[config.mk]
export PLATFORM = sky130hd
export DESIGN_NAME = mesi_line_ctrl
export DESIGN_NICKNAME = d
export VERILOG_FILES = /design/src/rtl/mesi_pkg.sv /design/src/rtl/mesi_req_sel.sv /design/src/rtl/mesi_supplier_sel.sv /design/src/rtl/mesi_snoop_resp.sv /design/src/rtl/mesi_line_ctrl.sv
export SDC_FILE = /design/constraint.sdc
export NUM_CORES = 1
export LEC_CHECK = 0
export BUFFER_PORTS_ARGS = -buffer_cell sky130_fd_sc_hd__buf_2
export CORE_MARGIN = 3
export CORE_UTILIZATION = 40
export DETAILED_ROUTE_END_ITERATION = 8
export PLACE_DENSITY = 0.7
export SETUP_SLACK_MARGIN = 0.2
export SLEW_MARGIN = 40
export SYNTH_ARGS = -nofsm -noshare
export SYNTH_HDL_FRONTEND = slang
export SYNTH_SLANG_ARGS = --single-unit
[constraint.sdc]
create_clock -name clk -period 2.9 [get_ports clk]
set_input_delay 0.725 -clock clk [delete_from_list [all_inputs] [get_ports clk]]
set_output_delay 0.725 -clock clk [all_outputs]
set_load 0.02 [all_outputs]
[src/rtl/mesi_pkg.sv]
package mesi_pkg;

    typedef enum logic [1:0] {
        LS_I = 2'd0,
        LS_S = 2'd1,
        LS_E = 2'd2,
        LS_M = 2'd3
    } line_st_t;

    typedef enum logic [1:0] {
        BC_NONE = 2'd0,
        BC_RD   = 2'd1,
        BC_RDX  = 2'd2,
        BC_WB   = 2'd3
    } bus_cmd_t;

    typedef enum logic [2:0] {
        CS_I, CS_S, CS_E, CS_M, CS_RD_WAIT, CS_RDX_WAIT, CS_WB_WAIT
    } ctl_st_t;

    typedef enum logic [1:0] {
        OP_NONE, OP_RD, OP_WR, OP_EV
    } pr_op_t;

    typedef struct packed {
        logic hit;
        logic shared;
        logic flush;
        logic kill;
        logic demote;
    } snp_resp_t;

    function automatic logic is_pending(ctl_st_t s);
        return (s == CS_RD_WAIT) || (s == CS_RDX_WAIT) || (s == CS_WB_WAIT);
    endfunction

    function automatic line_st_t visible_state(ctl_st_t s);
        case (s)
            CS_S:    return LS_S;
            CS_E:    return LS_E;
            CS_M:    return LS_M;
            default: return LS_I;
        endcase
    endfunction

endpackage

[src/rtl/mesi_req_sel.sv]
module mesi_req_sel
    import mesi_pkg::*;
(
    input  logic   rd,
    input  logic   wr,
    input  logic   ev,
    output pr_op_t op
);
    always_comb begin
        if (ev)      op = OP_EV;
        else if (wr) op = OP_WR;
        else if (rd) op = OP_RD;
        else         op = OP_NONE;
    end
endmodule

[src/rtl/mesi_supplier_sel.sv]
module mesi_supplier_sel #(
    parameter int NCACHE = 4,
    parameter int MY_ID  = 2
) (
    input  logic [NCACHE-1:0] peer_hit,
    output logic              lower_hit
);
    localparam logic [NCACHE-1:0] LOW_MASK = NCACHE'((64'd1 << MY_ID) - 64'd1);

    logic [NCACHE-1:0] lower_bits;

    for (genvar i = 0; i < NCACHE; i++) begin : g_mask
        assign lower_bits[i] = peer_hit[i] & LOW_MASK[i];
    end

    assign lower_hit = |lower_bits;
endmodule

[src/rtl/mesi_snoop_resp.sv]
module mesi_snoop_resp
    import mesi_pkg::*;
(
    input  logic      snp_valid,
    input  logic      snp_rdx,
    input  ctl_st_t   st,
    input  logic      lower_hit,
    output snp_resp_t rsp
);
    logic valid_line;
    logic owner;

    assign valid_line = (st == CS_S) || (st == CS_E) || (st == CS_M);
    assign owner      = (st == CS_E) || (st == CS_M);

    always_comb begin
        rsp.hit    = snp_valid & valid_line;
        rsp.shared = rsp.hit & ~snp_rdx;
        rsp.flush  = rsp.hit & (owner | ~lower_hit);
        rsp.kill   = rsp.hit & snp_rdx;
        rsp.demote = rsp.hit & ~snp_rdx & owner;
    end
endmodule

[src/rtl/mesi_line_ctrl.sv]
module mesi_line_ctrl
    import mesi_pkg::*;
#(
    parameter int NCACHE = 4,
    parameter int MY_ID  = 2
) (
    input  logic              clk,
    input  logic              rst,
    input  logic              pr_rd,
    input  logic              pr_wr,
    input  logic              pr_evict,
    output logic              pr_ack,
    output logic [1:0]        bus_cmd,
    input  logic              bus_done,
    input  logic              shr_in,
    input  logic              snp_valid,
    input  logic              snp_rdx,
    input  logic [NCACHE-1:0] peer_hit,
    output logic              snp_hit,
    output logic              shr_out,
    output logic              flush,
    output logic [1:0]        line_state,
    output logic              busy
);
    ctl_st_t   st, st_nxt;
    pr_op_t    op;
    snp_resp_t rsp;
    bus_cmd_t  cmd;
    logic      lower_hit;
    logic      pend;

    mesi_req_sel u_req (
        .rd (pr_rd),
        .wr (pr_wr),
        .ev (pr_evict),
        .op (op)
    );

    mesi_supplier_sel #(.NCACHE(NCACHE), .MY_ID(MY_ID)) u_sup (
        .peer_hit  (peer_hit),
        .lower_hit (lower_hit)
    );

    mesi_snoop_resp u_snp (
        .snp_valid (snp_valid),
        .snp_rdx   (snp_rdx),
        .st        (st),
        .lower_hit (lower_hit),
        .rsp       (rsp)
    );

    assign pend = is_pending(st);

    always_comb begin
        st_nxt = st;
        cmd    = BC_NONE;
        pr_ack = 1'b0;
        if (pend) begin
            if (bus_done) begin
                pr_ack = 1'b1;
                case (st)
                    CS_RD_WAIT:  st_nxt = shr_in ? CS_S : CS_E;
                    CS_RDX_WAIT: st_nxt = CS_M;
                    default:     st_nxt = CS_I;
                endcase
            end
        end else if (snp_valid) begin
            if (rsp.kill)        st_nxt = CS_I;
            else if (rsp.demote) st_nxt = CS_S;
        end else begin
            case (st)
                CS_I: begin
                    case (op)
                        OP_RD: begin cmd = BC_RD;  st_nxt = CS_RD_WAIT;  end
                        OP_WR: begin cmd = BC_RDX; st_nxt = CS_RDX_WAIT; end
                        OP_EV: pr_ack = 1'b1;
                        default: ;
                    endcase
                end
                CS_S: begin
                    case (op)
                        OP_RD: pr_ack = 1'b1;
                        OP_WR: begin cmd = BC_RDX; st_nxt = CS_RDX_WAIT; end
                        OP_EV: begin pr_ack = 1'b1; st_nxt = CS_I; end
                        default: ;
                    endcase
                end
                CS_E: begin
                    case (op)
                        OP_RD: pr_ack = 1'b1;
                        OP_WR: begin pr_ack = 1'b1; st_nxt = CS_M; end
                        OP_EV: begin pr_ack = 1'b1; st_nxt = CS_I; end
                        default: ;
                    endcase
                end
                CS_M: begin
                    case (op)
                        OP_RD, OP_WR: pr_ack = 1'b1;
                        OP_EV: begin cmd = BC_WB; st_nxt = CS_WB_WAIT; end
                        default: ;
                    endcase
                end
                default: ;
            endcase
        end
    end

    always_ff @(posedge clk) begin
        if (rst) st <= CS_I;
        else     st <= st_nxt;
    end

    assign bus_cmd    = cmd;
    assign snp_hit    = rsp.hit;
    assign shr_out    = rsp.shared;
    assign flush      = rsp.flush;
    assign line_state = visible_state(st);
    assign busy       = pend;
endmodule

==> results of run 1 <==
final timing paths:
kind	to	slack, ps	cells after the start
max reg2reg	st[2]$_SDFFE_PP0P_	890	5
max	pr_ack	280	8
min reg2reg	st[2]$_SDFFE_PP0P_	750	2
min	st[1]$_SDFFE_PP0P_	710	2
critical path, delay by kind of cell:
| family | cells | cell delay, ps |
|---|---|---|
| AND/OR/NAND/NOR | 1 | 250 |
| AO/OA/AOI/OAI | 2 | 230 |
| buffers and inverters | 3 | 310 |
| adder cells (fa/ha/maj) | 1 | 260 |
| multiplexers | 1 | 110 |
metal layers:
layer | vias up | track usage, % | share of wire [%]
li1 | 331 | - | -
met1 | 278 | 19.9 | 46
met2 | 33 | 24.0 | 43
met3 | 4 | 2.15 | 8.2
met4 | 0 | 6.83 | 2.7
met5 | - | 0 | 0
final cells by class:
type | count | area share, %
Sequential cell | 3 | 8.41
Clock buffer | 4 | 3.68
Multi-Input combinational cell | 61 | 60.8
Tap cell | 14 | 2.45
Inverter | 8 | 4.90
Timing Repair Buffer | 24 | 19.8
power by group:
| group | switching (mW) | internal [mW] | total [mW] |
|---|---|---|---|
| combinational | 0.260 | 0.188 | 0.448 |
| sequential | 0.0742 | 0.0615 | 0.136 |
| clock | 0.0232 | 0.0517 | 0.0749 |
| total | 0.357 | 0.301 | 0.659 |
per-stage QoR:
step | std cells | setup WS [ps] | hold WS, ps
after floorplan | 78 | 271 | 611
after global placement | 107 | 109 | 718
after detailed placement | 107 | 93.4 | 717
after CTS | 111 | 207 | 704
after global routing | 114 | 200 | 712
final | 114 | 279 | 708
logic make-up (layout without fill, tap and decap cells):
group,after synthesis,count (layout),synth area share [%]
xor gates and xnor gates,1,1,1.64
buffers and inverters,14,36,13.6
muxes,2,2,3.76
adders and majority gates,4,4,9.39
AOI/OAI and AO/OA,28,28,38.7
and+or+nand+nor,26,26,21.6
DFF,3,3,11.3
cell usage in the layout, fill, tap and decap left out, drive strengths merged, types with 3 or more instances in the layout:
cell,count
dfxtp,3
ha,4
nand3,3
inv,7
nor2,9
a21oi,8
buf,24
clkbuf,4
nand2,8
a211oi,4
o21ai,3
repair_timing:
action,in CTS,in global routing
pin swaps,0,3
hold endpoints to repair,0,0
gates resized for setup,2,8
setup buffers,0,3
endpoints found under the setup margin,1,1
==> parameters.txt, run 1 <==
Parameter                              Value

Drt
  Number of search-and-repair iterations in the first detailed-routing pass ... 4
  Mean routed wirelength per cell ... 12.5 um
  Final ANT Viol Nets ... 0
  Average via count per standard cell ... ~5.7
  Number of vias in the routed layout ... about 650
  Starting DRT DRC Count ... 20
  DRC Markers ... 0
  DRT Wirelength ... between 1 and 1.5 mm

Setup path
  Critical path startpoint category ... primary input
  CP max-delay cell ... sky130_fd_sc_hd__ha_4
  Worst path max stage delay ... roughly 260 ps
  Element type at the critical path end ... output pin
  Arrival @ worst endpoint ... 1900 ps
  CP startpoint ... pr_evict
  Critical path start-end classification ... primary input to output pin
  Reg2reg start ... st[1]$_SDFFE_PP0P_
  Cells traversed along the worst timing path ... buf_2 -> or2_4 -> ha_4 -> inv_1 -> mux2i_1 -> a21oi_1 -> o21ai_1 -> buf_4
  Required time of the critical path ... about 2200 ps
  Largest driver fanout on the critical path ... 3

Cells and area
  Flip-flop count of the largest register, all copies and words added ... 3
  Reg area ... 60.1 um2
  Regs by FF count ... st x3
  Growth of design area from synthesis to finish ... 34.0%
  Number of nets in the final layout ... 118
  # diodes ... 0
  Register ranked first by flip-flop count ... st
  Fraction of layout instances using a drive strength above 1 ... about two fifths
  Number of inserted filler cells in the final layout ... 110
  Area of the multi-input gates ... 434 um2
  Utilization after layout ... 61.0%
  Final Cell Area ... between 700 and 800 um2

Power
  Power per standard cell area ... 922 nW/um2
  Max VDD drop ... 0.364 mV
  Total Power Consumption ... ~0.66 mW
  Leak pwr ... approximately 0.34 nW

Timing
  Total negative setup slack ... 0 ps
  Number of failing setup endpoints in the final timing report ... 0
  Post-route clock skew ... 1.42 ps
  Worst Tran Pin Value ... 611 ps
  Hold violation total from the final report ... 0
  Part of the cycle the worst path needs ... approximately nine tenths
  RSZ-0062 raised after global routing ... no
  Achievable clock frequency ... about 0.38 GHz
  Final worst path period need ... approximately 2600 ps
  Headroom to the max-slew limit ... approximately three fifths
  Final number of max-transition violations ... 0

GRT
  Global-route wire length before repair ... approximately 2.2 mm
  Maximum number of pins on one net before global-route repair ... 17
  Total routing usage reported by global routing ... around 15%
  Number of global-route vias before repair ... 526
  Antenna violations before repair ... 0
  Grt ovf ... 0

Logic synthesis
  Async set-or-reset flop fraction in the synthesized netlist ... 0%
  Avg Synthesized Cell Area ... a little under 7 um2
  Synthesized net count ... 95
  Warnings, synthesis ... 0
  Top area cells in the synthesized netlist ... sky130_fd_sc_hd__dfxtp_1, sky130_fd_sc_hd__ha_1, sky130_fd_sc_hd__a21oi_1
  Seq/Total Area, Yosys ... between 10 and 15%
  Area of the mapped netlist ... between 500 and 600 um2
  Post-synthesis register bit count ... 3
  Post-synthesis cell type count ... 33
  Cell type with the highest aggregate area in the netlist ... sky130_fd_sc_hd__dfxtp_1
  Gate Count Post-Synth ... 78
  Proportion of netlist area held by the largest area contributor ... between 10% and 20%
  Most common cell in the synthesized netlist ... sky130_fd_sc_hd__nor2_1
  Dominant register cell in the synthesized netlist ... sky130_fd_sc_hd__dfxtp_1
  Number of flops mapped to enable cells by yosys ... 0
  Commonest cells in the netlist ... sky130_fd_sc_hd__nor2_1, sky130_fd_sc_hd__a21oi_1, sky130_fd_sc_hd__nand2_1, sky130_fd_sc_hd__inv_1, sky130_fd_sc_hd__ha_1

Clock tree
  CTS Hold Buffers Added ... 0
  Clock Tree Root ... sky130_fd_sc_hd__clkbuf_4
  TritonCTS clock tree ... done
  H-Tree Level Count ... 1
  Number of buffers created by CTS ... 3
  Clock latency on the worst-skew pair ... 230 ps
  Clock slew at reported path FFs ... around 40 ps
  Clk buf depth ... 2
  Sink count of the clock tree ... 3

Die
  Core region area ... about 1200 um2
  Initial Util ... 45.5%
  Vertical extent of the die ... between 40 and 50 um
  Die outline area ... roughly 1800 um2
  Horizontal die dimension ... 42.5 um
  FP Rows ... 12
  Top-Level Pins ... 22

Place
  Count of buffers from port buffering ... 19
  Area post-placement ... slightly above 600 um2
  GP Congestion ... 0.836
  Placed wire-length estimate ... between 1 and 1.5 mm

Run
  Max-cap viol count ... 0

Worst hold path
  Hold path startpoint ... rst
  Worst min-delay path category ... primary input to register

Run status
  Result of the run ... completed
Power figures use the tool's default switching activity.
==> inputs of run 2 (changes only) <==
PLACE_DENSITY = 0.68   (was 0.7)
==> run 2 against run 1 <==
Net effect: register-to-register slack about the same; clock-buffer cell count unchanged; utilization is 3.1 points lower; combinational power decreased by 2%; sequential cell count did not move; non-clock buffer count is 2 lower; sequential power fell by 8%; clock power down 2%; total power down 3.6%; critical endpoint unchanged.
==> parameters.txt, run 2 (synthesis results as in run 1) <==
Parameter                              Value

Clock tree
  H-Tree Level Count ... 1 (unchanged)
  Clock slew at reported path FFs ... 40 ps (about the same)
  Number of buffers created by CTS ... 3 (unchanged)
  TritonCTS clock tree ... done
  Clock latency on the worst-skew pair ... 230 ps (about the same)
  Clock Tree Root ... sky130_fd_sc_hd__clkbuf_4
  Sink count of the clock tree ... 3 (unchanged)
  Clk buf depth ... 2 (unchanged)

Place
  Pre-CTS setup slack ... 194 ps (+100 ps)
  Placed wire-length estimate ... 1.03 mm (-1.4%)
  Count of buffers from port buffering ... 19 (unchanged)
  Area post-placement ... 631 um2 (+1.2%)
  GP Congestion ... 0.855 (+2.3%)

Setup path
  CP startpoint ... pr_evict
  Critical path startpoint category ... primary input
  Buffer and inverter count on the worst path ... 3 (unchanged)
  Element type at the critical path end ... output pin
  Reg2reg start ... st[1]$_SDFFE_PP0P_
  Critical path start-end classification ... primary input to output pin
  Arrival @ worst endpoint ... 1880 ps (-20 ps)
  Cells traversed along the worst timing path ... buf_2 -> or2_4 -> ha_4 -> inv_2 -> mux2i_1 -> a21oi_1 -> o21ai_1 -> buf_4
  Worst path max stage delay ... 270 ps (about the same)
  Kind of cell adding the most delay to the critical path ... buffers and inverters
  CP max-delay cell ... sky130_fd_sc_hd__or2_4
  Largest driver fanout on the critical path ... 3 (unchanged)
  Required time of the critical path ... 2170 ps (about the same)

Cells and area
  Utilization after layout ... 57.9% (-3.1 points)
  Number of inserted filler cells in the final layout ... 112 (+1.8%)
  Final Cell Area ... 678 um2 (-5.1%)
  # diodes ... 0 (unchanged)
  Reg area ... 60.1 um2 (unchanged)
  Highest-count cells in the layout ignoring fill and taps ... sky130_fd_sc_hd__buf_2, sky130_fd_sc_hd__nor2_1, sky130_fd_sc_hd__nand2_1
  Number of nets in the final layout ... 116 (-1.7%)
  Regs by FF count ... st x3
  Fraction of layout instances using a drive strength above 1 ... 36.7% (-3.3 points)
  Area of the multi-input gates ... 419 um2 (-3.5%)
  Register ranked first by flip-flop count ... st
  Growth of design area from synthesis to finish ... 27.2%
  Flip-flop count of the largest register, all copies and words added ... 3 (unchanged)
  Most common cell after layout, fill and taps aside ... sky130_fd_sc_hd__buf_2

GRT
  Global-route wire length before repair ... 2.10 mm (-3.8%)
  Maximum number of pins on one net before global-route repair ... 17 (unchanged)
  Total routing usage reported by global routing ... 14.3% (-0.80 points)
  Number of global-route vias before repair ... 503 (-4.4%)
  Antenna violations before repair ... 0 (unchanged)
  Grt ovf ... 0 (unchanged)

Timing
  Final number of max-transition violations ... 0 (unchanged)
  Final worst path period need ... 2610 ps (-11.8 ps)
  Worst Tran Pin Value ... 588 ps (-23.2 ps)
  Achievable clock frequency ... 0.383 GHz (+0.45%)
  Hold violation total from the final report ... 0 (unchanged)
  Minimum setup slack in the final design ... 291 ps (+11.8 ps)
  Post-route clock skew ... 0.295 ps (-1.12 ps)
  Total negative setup slack ... 0 ps (unchanged)
  RSZ-0062 raised after global routing ... no
  Part of the cycle the worst path needs ... 90.0% (-0.41 points)
  Number of failing setup endpoints in the final timing report ... 0 (unchanged)
  Headroom to the max-slew limit ... 60.8% (+1.6 points)

Die
  Die outline area ... 1810 um2 (unchanged)
  Horizontal die dimension ... 42.5 um (unchanged)
  Core region area ... 1170 um2 (unchanged)
  FP Rows ... 12 (unchanged)
  Vertical extent of the die ... 42.5 um (unchanged)
  Initial Util ... 45.5% (unchanged)
  Top-Level Pins ... 22 (unchanged)

Worst hold path
  Hold path startpoint ... st[0]$_SDFFE_PP0P_
  Worst min-delay path category ... register to register

Drt
  Average via count per standard cell ... 5.48 (-3.3%)
  DRT Wirelength ... 1.32 mm (-7.4%)
  Starting DRT DRC Count ... 13 (-35%)
  Mean routed wirelength per cell ... 11.8 um (-5.7%)
  DRC Markers ... 0 (unchanged)
  Number of vias in the routed layout ... 614 (-5.0%)
  Number of search-and-repair iterations in the first detailed-routing pass ... 4 (unchanged)
  Final ANT Viol Nets ... 0 (unchanged)

Power
  Max VDD drop ... 0.348 mV (-4.5%)
  Power per standard cell area ... 937 nW/um2 (+1.6%)
  Leak pwr ... 0.325 nW (-4.2%)
  Total Power Consumption ... 0.635 mW (-3.6%)

Run
  Max-cap viol count ... 0 (unchanged)

Run status
  Result of the run ... completed
==> run 2: changes by cell type in the layout (fill, tap and decap cells not counted) <==
cell	previous run	this run
sky130_fd_sc_hd__buf_4	6	4
sky130_fd_sc_hd__a211oi_1	2	3
sky130_fd_sc_hd__a211oi_2	2	1
sky130_fd_sc_hd__a21oi_2	0	1
sky130_fd_sc_hd__a21oi_4	1	0
sky130_fd_sc_hd__buf_2	17	18
sky130_fd_sc_hd__buf_6	1	0
sky130_fd_sc_hd__nor2_1	8	9
sky130_fd_sc_hd__nor2_2	1	0
==> run 2: per-layer routing <==
| layer | vias up | share of wire [%] | GRT usage (%) | wire length (um) |
|---|---|---|---|---|
| met3 | 0 | 8.6 | 1.29 | 114 |
| met4 | 0 | 0 | 3.73 | 0 |
| met5 | - | 0 | 0 | 0 |
| met2 | 29 | 42 | 21.3 | 558 |
| met1 | 260 | 49 | 21.7 | 648 |
| li1 | 325 | - | - | - |
==> run 2: layout make-up <==
cell class / instances / area share (%)
multi-input combinational: 61 / 61.8
timing repair buffer: 22 / 17.7
sequential: 3 / 8.86
inverter: 8 / 5.17
clock buffer: 4 / 3.87
tap: 14 / 2.58
==> run 2: worst register-to-register path: stages, from the launching register on <==
cell and delay, ps:
sky130_fd_sc_hd__dfxtp_1 680, sky130_fd_sc_hd__inv_4 100, sky130_fd_sc_hd__or3_1 380, sky130_fd_sc_hd__a311o_1 360
sky130_fd_sc_hd__o211a_2 160, sky130_fd_sc_hd__a221oi_2 220
==> run 2: timing repair <==
item	4_1_cts	5_1_grt
buffers inserted	0	0
pin swaps	0	4
hold buffers	0	0
setup endpoints to repair	1	1
gates cloned	0	0
gates resized for setup	1	5
==> run 2: worst paths after layout <==
path	end	slack, ps	cells after the start
max	pr_ack	290	8
min	st[0]$_SDFFE_PP0P_	670	2
min reg2reg	st[0]$_SDFFE_PP0P_	670	2
max reg2reg	st[0]$_SDFFE_PP0P_	900	5
==> run 2: power by group <==
part | switching [mW] | internal, mW
clock | 0.0215 | 0.0516
sequential | 0.0638 | 0.0616
combinational | 0.255 | 0.181
total | 0.341 | 0.295
==> run 2: through the flow <==
step,hold WS [ps],std cells
after floorplan,611,78
after global placement,653,108
after detailed placement,660,108
after CTS,666,112
after global routing,712,112
final,670,112
==> inputs of run 3 (changes only) <==
CORE_MARGIN = 2   (was 3)
==> run 3 against run 2 <==
Net effect: clock skew rose by 2.0 ps; routed wire length rose by 12%; register-to-register slack got worse by 30 ps; design area rose by 1.3%; sequential share of layout area fell by 0.11 points; sequential cell count did not move; critical path depth did not move; largest power group unchanged; highest routed layer unchanged; sequential power rose by 5%.
==> parameters.txt, run 3 (synthesis results as in run 1) <==
Parameter                              Value

Run status
  Result of the run ... completed

Place
  Pre-CTS setup slack ... 72.8 ps (-121 ps)
  Placed wire-length estimate ... 1.06 mm (+2.7%)
  Cell Count Post-Placement ... 108 (unchanged)
  GP Congestion ... 0.790 (-7.7%)
  Count of buffers from port buffering ... 19 (unchanged)

Cells and area
  Highest-count cells in the layout ignoring fill and taps ... sky130_fd_sc_hd__buf_2, sky130_fd_sc_hd__nor2_1, sky130_fd_sc_hd__nand2_1
  Fraction of layout instances using a drive strength above 1 ... 36.4% (-0.37 points)
  Flip-flop count of the largest register, all copies and words added ... 3 (unchanged)
  Number of inserted filler cells in the final layout ... 139 (+24%)
  # diodes ... 0 (unchanged)
  Number of nets in the final layout ... 117 (+0.86%)
  Regs by FF count ... st x3
  Layout Cells excl Fill ... 114 (+1.8%)
  Growth of design area from synthesis to finish ... 28.9%
  Register ranked first by flip-flop count ... st
  Most common cell after layout, fill and taps aside ... sky130_fd_sc_hd__buf_2

Clock tree
  Clock Tree Root ... sky130_fd_sc_hd__clkbuf_4
  H-Tree Level Count ... 1 (unchanged)
  Clk buf depth ... 2 (unchanged)
  TritonCTS clock tree ... done
  Clock slew at reported path FFs ... 40 ps (about the same)
  Sink count of the clock tree ... 3 (unchanged)
  Clock latency on the worst-skew pair ... 230 ps (about the same)
  CTS Hold Buffers Added ... 0 (unchanged)
  Number of buffers created by CTS ... 3 (unchanged)

Drt
  DRC Markers ... 0 (unchanged)
  Number of search-and-repair iterations in the first detailed-routing pass ... 4 (unchanged)
  DRT Wirelength ... 1.48 mm (+12%)
  Average via count per standard cell ... 5.59 (+1.9%)
  Mean routed wirelength per cell ... 13.0 um (+10%)
  Starting DRT DRC Count ... 12 (-1)
  Number of vias in the routed layout ... 637 (+3.7%)
  Final ANT Viol Nets ... 0 (unchanged)

Timing
  Number of failing setup endpoints in the final timing report ... 0 (unchanged)
  Worst hold-check slack ... 683 ps (+13.0 ps)
  Minimum setup slack in the final design ... 273 ps (-18.2 ps)
  Achievable clock frequency ... 0.381 GHz (-0.69%)
  Headroom to the max-slew limit ... 58.5% (-2.2 points)
  Part of the cycle the worst path needs ... 90.6% (+0.63 points)
  Total negative setup slack ... 0 ps (unchanged)
  Final worst path period need ... 2630 ps (+18.2 ps)
  Final number of max-transition violations ... 0 (unchanged)
  Post-route clock skew ... 2.30 ps (+2.00 ps)
  Worst Tran Pin Value ... 621 ps (+33.4 ps)
  Hold violation total from the final report ... 0 (unchanged)
  RSZ-0062 raised after global routing ... no

Die
  Initial Util ... 42.0% (-3.5 points)
  Top-Level Pins ... 22 (unchanged)
  FP Rows ... 13 (+1)
  Core region area ... 1270 um2 (+8.3%)
  Vertical extent of the die ... 40.5 um (-4.7%)
  Horizontal die dimension ... 40.5 um (-4.7%)
  Die outline area ... 1640 um2 (-9.2%)

Power
  Max VDD drop ... 0.352 mV (+1.2%)
  Switching power total ... 0.351 mW (+3.2%)
  Leak pwr ... 0.330 nW (+1.7%)
  Clock Power Share ... 10.9% (-0.6 points)
  Total Power Consumption ... 0.647 mW (+1.8%)
  Proportion of power drawn by flip-flops and latches ... 20.3% (+0.6 points)
  Proportion of total power due to net switching ... 54.4% (+0.73 points)
  Power per standard cell area ... 941 nW/um2 (+0.51%)
  Share of power burned in combinational logic ... 68.8% (about the same)
  Internal power of the cells ... 0.295 mW (+0.21%)

Setup path
  Worst path max stage delay ... 270 ps (about the same)
  Cells traversed along the worst timing path ... buf_2 -> or2_4 -> ha_4 -> inv_1 -> mux2i_1 -> a21oi_1 -> o21ai_1 -> buf_4
  Required time of the critical path ... 2170 ps (about the same)
  Arrival @ worst endpoint ... 1900 ps (+20 ps)
  Largest driver fanout on the critical path ... 3 (unchanged)
  CP max-delay cell ... sky130_fd_sc_hd__or2_4
  Critical path start-end classification ... primary input to output pin
  Element type at the critical path end ... output pin
  Critical path startpoint category ... primary input

Run
  Max-cap viol count ... 0 (unchanged)

GRT
  Maximum number of pins on one net before global-route repair ... 17 (unchanged)
  Grt ovf ... 0 (unchanged)
  Number of global-route vias before repair ... 535 (+6.4%)
  Total routing usage reported by global routing ... 19.5% (+5.1 points)
  Global-route wire length before repair ... 2.24 mm (+6.6%)
  Antenna violations before repair ... 0 (unchanged)

Worst hold path
  Worst min-delay path category ... register to register
run 3: changes by cell type in the layout (fill, tap and decap cells not counted), sizes merged:
cell  delta
buf      +1
run 3: per-layer routing:
metal	global-route usage, %	wire length, um	share of wire, %	vias to the layer above
met5	0	0	0	-
met4	7.50	0	0	0
met3	0	51	3.4	0
met2	32.9	785	53	12
met1	26.0	648	44	298
li1	-	-	-	327
run 3: power groups by stage:
stage | sequential, mW | combinational (mW) | clock [mW]
floorplan | 0.0666 | 0.407 | 0
global route | 0.135 | 0.486 | 0.0770
detailed placement | 0.128 | 0.429 | 0
global placement | 0.127 | 0.424 | 0
finish | 0.131 | 0.445 | 0.0707
CTS | 0.128 | 0.438 | 0.0732
run 3: repair_timing:
action / CTS / global route
pin swaps: 2 / 3
setup endpoints to repair: 1 / 1
setup buffers: 1 / 1
gates resized for setup: 3 / 2
run 3: final cells by class:
cell class,instances,area [um2],area share (%)
Tap cell,15,18.8,2.73
Clock buffer,4,26.3,3.83
Multi-Input combinational cell,61,419,61.0
Sequential cell,3,60.1,8.74
Timing Repair Buffer,23,128,18.6
Inverter,8,35.0,5.10
run 3: final timing paths:
path / from / end / slack, ps / cells past startpoint
setup / recovery: pr_wr / pr_ack / 270 / 8
hold / removal: st[0]$_SDFFE_PP0P_ / st[0]$_SDFFE_PP0P_ / 680 / 2
setup reg to reg: st[1]$_SDFFE_PP0P_ / st[0]$_SDFFE_PP0P_ / 870 / 5
hold reg to reg: st[0]$_SDFFE_PP0P_ / st[0]$_SDFFE_PP0P_ / 680 / 2
run 3: metrics by stage:
step                utilization (%)  instance area (um2)
floorplan                         -                  533
global placement               49.2                  624
detailed placement             49.2                  624
CTS                            52.6                  667
global route                   54.1                  687
finish                         54.1                  687
run 3: critical path: cells and delay by family:
family / cells / cell delay [ps]
buffers and inverters: 3 / 300
and+or+nand+nor: 1 / 270
adders and majority gates: 1 / 260
AOI/OAI and AO/OA: 2 / 220
muxes: 1 / 120
